[src/rtl/rate_stepper_pkg.sv]
package rate_stepper_pkg;

  // Strobes passed from the request control to the divider datapath.
  typedef struct packed {
    logic faster;   // one-cycle strobe: shorten the period by one
    logic slower;   // one-cycle strobe: lengthen the period by one
  } stepStrobe_t;

endpackage

[src/rtl/rate_stepper_ctrl.sv]
module rate_stepper_ctrl
  import rate_stepper_pkg::*;
#(
  parameter int SYNC_STAGES = 2
) (
  input  logic        clk,
  input  logic        rstN,
  input  logic        fasterReq,
  input  logic        slowerReq,
  output stepStrobe_t strobes
);

  localparam int NUM_REQ = 2;
  localparam int CHAIN_W = SYNC_STAGES + 1;

  logic [NUM_REQ-1:0]              reqRaw;
  logic [NUM_REQ-1:0][CHAIN_W-1:0] chainQ;
  logic [NUM_REQ-1:0]              fallSeen;

  assign reqRaw = {slowerReq, fasterReq};

  // Per request line: synchroniser stages, then one history flop for the
  // edge detector. Reset to low so that an idle-low line gives no edge.
  for (genvar g = 0; g < NUM_REQ; g++) begin : g_req
    always_ff @(posedge clk or negedge rstN) begin
      if (!rstN) chainQ[g] <= '0;
      else       chainQ[g] <= {chainQ[g][CHAIN_W-2:0], reqRaw[g]};
    end
    assign fallSeen[g] = chainQ[g][CHAIN_W-1] & ~chainQ[g][CHAIN_W-2];
  end

  assign strobes.faster = fallSeen[0];
  assign strobes.slower = fallSeen[1];

  // a faster strobe never lasts more than one cycle
  a_r3_faster_single: assert property (@(posedge clk) disable iff (!rstN)
    strobes.faster |=> !strobes.faster);

  // a slower strobe never lasts more than one cycle
  a_r4_slower_single: assert property (@(posedge clk) disable iff (!rstN)
    strobes.slower |=> !strobes.slower);

endmodule

[src/rtl/rate_stepper_dp.sv]
module rate_stepper_dp
  import rate_stepper_pkg::*;
#(
  parameter int DIV_MIN   = 1,
  parameter int DIV_MAX   = 16,
  parameter int DIV_RESET = 8
) (
  input  logic        clk,
  input  logic        rstN,
  input  stepStrobe_t strobes,
  output logic        tickOut
);

  localparam int W = $clog2(DIV_MAX + 1);
  localparam logic [W-1:0] MIN_V   = W'(DIV_MIN);
  localparam logic [W-1:0] MAX_V   = W'(DIV_MAX);
  localparam logic [W-1:0] RESET_V = W'(DIV_RESET);

  logic [W-1:0] pendingDiv, pendingNext;
  logic [W-1:0] activeDiv;
  logic [W-1:0] cnt;
  logic         termCount;

  // Pending ratio: saturating step; simultaneous strobes cancel.
  always_comb begin
    pendingNext = pendingDiv;
    unique case ({strobes.faster, strobes.slower})
      2'b10:   if (pendingDiv > MIN_V) pendingNext = pendingDiv - W'(1);
      2'b01:   if (pendingDiv < MAX_V) pendingNext = pendingDiv + W'(1);
      default: pendingNext = pendingDiv;
    endcase
  end

  always_ff @(posedge clk or negedge rstN) begin
    if (!rstN) pendingDiv <= RESET_V;
    else       pendingDiv <= pendingNext;
  end

  // Period counter: the active ratio is reloaded only at terminal count.
  assign termCount = (cnt == activeDiv - W'(1));

  always_ff @(posedge clk or negedge rstN) begin
    if (!rstN) begin
      cnt       <= '0;
      activeDiv <= RESET_V;
    end else if (termCount) begin
      cnt       <= '0;
      activeDiv <= pendingDiv;
    end else begin
      cnt       <= cnt + W'(1);
    end
  end

  assign tickOut = termCount;

  // pending ratio stays inside its limits
  a_r6_ratio_in_range: assert property (@(posedge clk) disable iff (!rstN)
    (pendingDiv >= MIN_V) && (pendingDiv <= MAX_V));

  // coincident strobes leave the pending ratio untouched
  a_r7_cancel: assert property (@(posedge clk) disable iff (!rstN)
    (strobes.faster && strobes.slower) |=> $stable(pendingDiv));

  // a lone faster strobe above the floor steps the ratio down by one
  a_r3_step_down: assert property (@(posedge clk) disable iff (!rstN)
    (strobes.faster && !strobes.slower && pendingDiv > MIN_V)
      |=> (pendingDiv == $past(pendingDiv) - W'(1)));

  // the active ratio only moves at a terminal count
  a_r8_hold_mid_period: assert property (@(posedge clk) disable iff (!rstN)
    !tickOut |=> $stable(activeDiv));

  // ratio 1 means the enable is high on every cycle
  a_r9_ratio_one: assert property (@(posedge clk) disable iff (!rstN)
    (activeDiv == W'(1)) |-> tickOut);

endmodule

[src/rtl/rate_stepper.sv]
module rate_stepper
  import rate_stepper_pkg::*;
#(
  parameter int DIV_MIN     = 1,
  parameter int DIV_MAX     = 16,
  parameter int DIV_RESET   = 8,
  parameter int SYNC_STAGES = 2
) (
  input  logic clk,
  input  logic rstN,
  input  logic fasterReq,
  input  logic slowerReq,
  output logic tickOut
);

  stepStrobe_t strobes;

  rate_stepper_ctrl #(.SYNC_STAGES(SYNC_STAGES)) u_ctrl (
    .clk       (clk),
    .rstN      (rstN),
    .fasterReq (fasterReq),
    .slowerReq (slowerReq),
    .strobes   (strobes)
  );

  rate_stepper_dp #(
    .DIV_MIN   (DIV_MIN),
    .DIV_MAX   (DIV_MAX),
    .DIV_RESET (DIV_RESET)
  ) u_dp (
    .clk     (clk),
    .rstN    (rstN),
    .strobes (strobes),
    .tickOut (tickOut)
  );

endmodule

[config.mk]
export PLATFORM = sky130hd
export DESIGN_NAME = rate_stepper
export DESIGN_NICKNAME = d
export VERILOG_FILES = /design/src/rtl/rate_stepper_pkg.sv /design/src/rtl/rate_stepper_ctrl.sv /design/src/rtl/rate_stepper_dp.sv /design/src/rtl/rate_stepper.sv
export SDC_FILE = /design/constraint.sdc
export NUM_CORES = 1
export LEC_CHECK = 0
export BUFFER_PORTS_ARGS = -buffer_cell sky130_fd_sc_hd__buf_2
export CAP_MARGIN = 20
export CORE_MARGIN = 3
export CORE_UTILIZATION = 30
export DETAILED_ROUTE_END_ITERATION = 6
export PLACE_DENSITY_LB_ADDON = 0.25
export SKIP_CTS_REPAIR_TIMING = 1
export SYNTH_ARGS = -nofsm -noshare
export SYNTH_HDL_FRONTEND = slang
export SYNTH_SLANG_ARGS = --single-unit
[constraint.sdc]
create_clock -name clk -period 4.68 [get_ports clk]
set_clock_uncertainty 0.15 [all_clocks]
set_input_delay 0.936 -clock clk [delete_from_list [all_inputs] [get_ports clk]]
set_output_delay 0.936 -clock clk [all_outputs]
set_load 0.01 [all_outputs]
==> out/metrics.csv <==
stage;metric;value;unit
outcome;status;finished, final reports clean;
timing;grt_setup_unrepaired;false;
yosys;synth-xor-area-share;13.7;%
yosys;post_synthesis_compound_gate_area_fraction;3.55;%
layout;final.fill_count;333;
layout;syn2layout_area_growth;9.31;%
setup_path;critPathTopFamily;simple AND/OR/NAND/NOR gates;
clocking;max_h_tree_level;1;
yosys;post_synthesis_register_bit_count;21;
clocking;cts_tree;yes;
timing;hold_viol_final;0;
layout;final_core_area_utilization;35.4;%
timing;final-setup-viol-count;0;
timing;fin_tns_setup;0;ns
min_path;worst_hold_path_type;register to register;
timing;period_share;61.2;%
drt;drtIter0Drc;31;
place;buffer_ports.inserted;4;
setup_path;timing.critical_path.from_type;register;
clocking;clock_path_buffers;2;
yosys;yosys.area_share.adder;8.58;%
global_routing;grt_overflow;0;
drt;route.final.wire_length;1510;um
timing;worst-slew-pin-transition;0.464;ns
layout;final_layout_size_suffix_gt1_share;17.8;%
timing;period_needed;2.87;ns
yosys;yosysWarningCount;0;
power_and_ir_drop;share_seq_of_total_power;46.4;%
setup_path;worst_ep_arrival_time;1.78;ns
yosys;synth_simple_gate_area_share;11.8;%
clocking;clk_transition_reported_paths;0.11;ns
layout;layout.cells.most_common;dfrtp_1;
timing;slew_viol_final;0;
setup_path;cp_cell_sequence;inv_1, ha_1, nor3b_1, xnor2_1, nor4_2, buf_2;
clocking;cts_sinks;21;
power_and_ir_drop;vdd_ir_drop_max;0.000222;V
die;std_cell_rows;20;
global_routing;grt_first_pass_wirelength;2880;um
die;total_die_area;0.00414;mm2
layout;final_nets;102;
drt;viasPerCell;4.21;
die;die_y;64.3;um
yosys;synth_nets;94;
yosys;netlist_instances;83;
global_routing;first_global_vias;627;
power_and_ir_drop;pwr-share-comb;42.0;%
power_and_ir_drop;power_report.internal_total;458;uW
timing;slew-limit-headroom;69.1;%
drt;routed-via-count;564;
die;fp.dieW;64.3;um
clocking;tritoncts.num_buffers;3;
setup_path;timing.critical_path.required;3.59;ns
yosys;main_combinational_cell_family_by_area_after_synthesis;XOR/XNOR gates;
drt;wire_per_inst;11.3;um
yosys;portion_of_the_post_synthesis_area_used_by_sequential_elements;51.7;%
setup_path;critPathMaxStageDelay;0.43;ns
global_routing;global_route.usage.met3;3.16;%
clocking;cts_root_buf;clkbuf_4;
global_routing;met2_usage;13.7;%
die;ios;5;
yosys;postSynthAreaPerCell;12.3;um2
global_routing;grt_util_all_layers;8.80;%
clocking;worst_skew_pair.late_latency;0.30;ns
drt;count_of_nets_left_with_antenna_violations_after_detail_routing;0;
global_routing;antenna_found_initial;0;
global_routing;grt_max_degree;22;
power_and_ir_drop;power.share.switching;37.6;%
place;dp_hpwl;1110;um
drt;number_of_detailed_route_iterations_in_the_first_pass;3;
drt;drc_errors;0;
power_and_ir_drop;p_leak;0.000488;uW
setup_path;worstSetupEndpointType;primary output;
layout;highest_count_cells_in_the_layout_ignoring_fill_and_taps;dfrtp_1 (19), xnor2_1 (8), xor2_1 (8);
yosys;post_synth_instance_area;0.00102;mm2
power_and_ir_drop;power_per_cell_area;657;mW/mm2
power_and_ir_drop;switchingPower;276;uW
timing;max_freq;349;MHz
yosys;synth.mux.area_fraction;6.99;%
setup_path;worst_path_maximum_fanout;3;
die;initial_utilization;32.4;%
yosys;synthDistinctLibCells;27;
power_and_ir_drop;total_power;734;uW
setup_path;crit_path_buf_inv_count;2;
setup_path;cp_class;register to primary output;
setup_path;crit_path_top_delay_cell;dfrtp_1;
power_and_ir_drop;clock_power_share;11.6;%
global_routing;globalRoute.busiestLayer;met2;
place;place.gp.congestion;0.722;
flow_run;timing.max_cap.violations;0;
layout;num_antenna_cells;0;
die;design.core.area;0.00315;mm2
global_routing;grt_util_met1;11.5;%
-- worst register-to-register path, cell delays in order (launching register included) --
cell and delay [ns]:
dfrtp_1 0.43, inv_1 0.09, ha_1 0.18, nor3b_1 0.24, xnor2_1 0.11, nor4_2 0.26
buf_4 0.25, mux2_2 0.35
-- power by group through the flow --
stage                     clock network, uW  registers, uW  logic [uW]
final                                  85.1            340         308
after global routing                   99.0            353         357
after CTS                              92.8            341         313
after detailed placement                  0            346         310
after global placement                    0            343         307
after floorplan                           0            324         269
-- area by class of cell --
class	instances	area, um2	area share (%)
Sequential cell	21	528	47.3
Multi-Input combinational cell	54	455	40.8
Tap cell	44	55.1	4.93
Clock inverter	1	5.00	0.448
Inverter	6	22.5	2.02
Timing Repair Buffer	5	27.5	2.47
Clock buffer	3	22.5	2.02
-- synthesized netlist by cell type (all sizes together) --
master	number	share of area [%]
dfstp	2	5.1
nor2	6	2.2
dfrtp	19	47
xor2	8	6.9
ha	7	8.6
nor3	1	0.98
nor3b	1	0.74
mux2i	3	2.9
mux2	3	4.0
nor2b	2	1.2
nand3	2	0.98
nor4	1	1.2
nor4b	2	1.7
a221o	1	0.98
xnor2	8	6.9
nand2b	1	0.61
buf	2	1.5
inv	6	2.2
nand2	2	0.74
a41oi	1	0.86
nand4	1	0.61
o21ai	1	0.49
a21oi	1	0.49
or4	1	0.74
o21bai	1	0.74
-- kinds of logic (layout without fill, tap and decap cells) --
| family | Yosys count | after routing |
|---|---|---|
| xor gates and xnor gates | 16 | 16 |
| adders and majority gates | 7 | 7 |
| muxes | 6 | 6 |
| AOI/OAI and AO/OA | 5 | 5 |
| and+or+nand+nor | 20 | 20 |
| buffers and inverters | 8 | 15 |
| DFF | 21 | 21 |
-- final timing paths --
path | startpoint | end | slack [ns] | cells past startpoint
min in group asynchronous | rstN | u_dp.activeDiv[2]$_DFFE_PN0N_ | 0.42 | 1
worst max register to register | u_dp.activeDiv[0]$_DFFE_PN0N_ | u_dp.activeDiv[2]$_DFFE_PN0N_ | 2.53 | 7
worst min-delay path | u_ctrl.chainQ[3]$_DFF_PN0_ | u_ctrl.chainQ[4]$_DFF_PN0_ | 0.21 | 0
max in group asynchronous | rstN | u_dp.activeDiv[3]$_DFFE_PN1N_ | 3.62 | 1
worst max-delay path | u_dp.activeDiv[0]$_DFFE_PN0N_ | tickOut | 1.81 | 6
worst min register to register | u_ctrl.chainQ[3]$_DFF_PN0_ | u_ctrl.chainQ[4]$_DFF_PN0_ | 0.21 | 0
-- sequential cells by signal, indices dropped and copies added (netlist names) --
signal / flops
u_dp.activeDiv: 5
u_dp.pendingDiv: 5
u_dp.cnt: 5
u_ctrl.chainQ: 6
-- metrics by stage --
stage          cells  hold slack [ns]  instance area, um2  setup slack [ns]
6_report         134            0.209                1120              1.81
3_3_place_gp     130            0.186                1090              2.19
2_1_floorplan     83            0.181                1020              2.16
3_5_place_dp     130            0.187                1090              2.15
4_1_cts          134            0.216                1120              1.78
5_1_grt          134            0.223                1120              1.61
-- metal layers --
metal / vias to the layer above / wire length [um]
met1: 263 / 769
li1: 291 / -
met3: 2 / 57
met4: 0 / 13
met5: - / 0
met2: 8 / 668
Power figures use the tool's default switching activity.
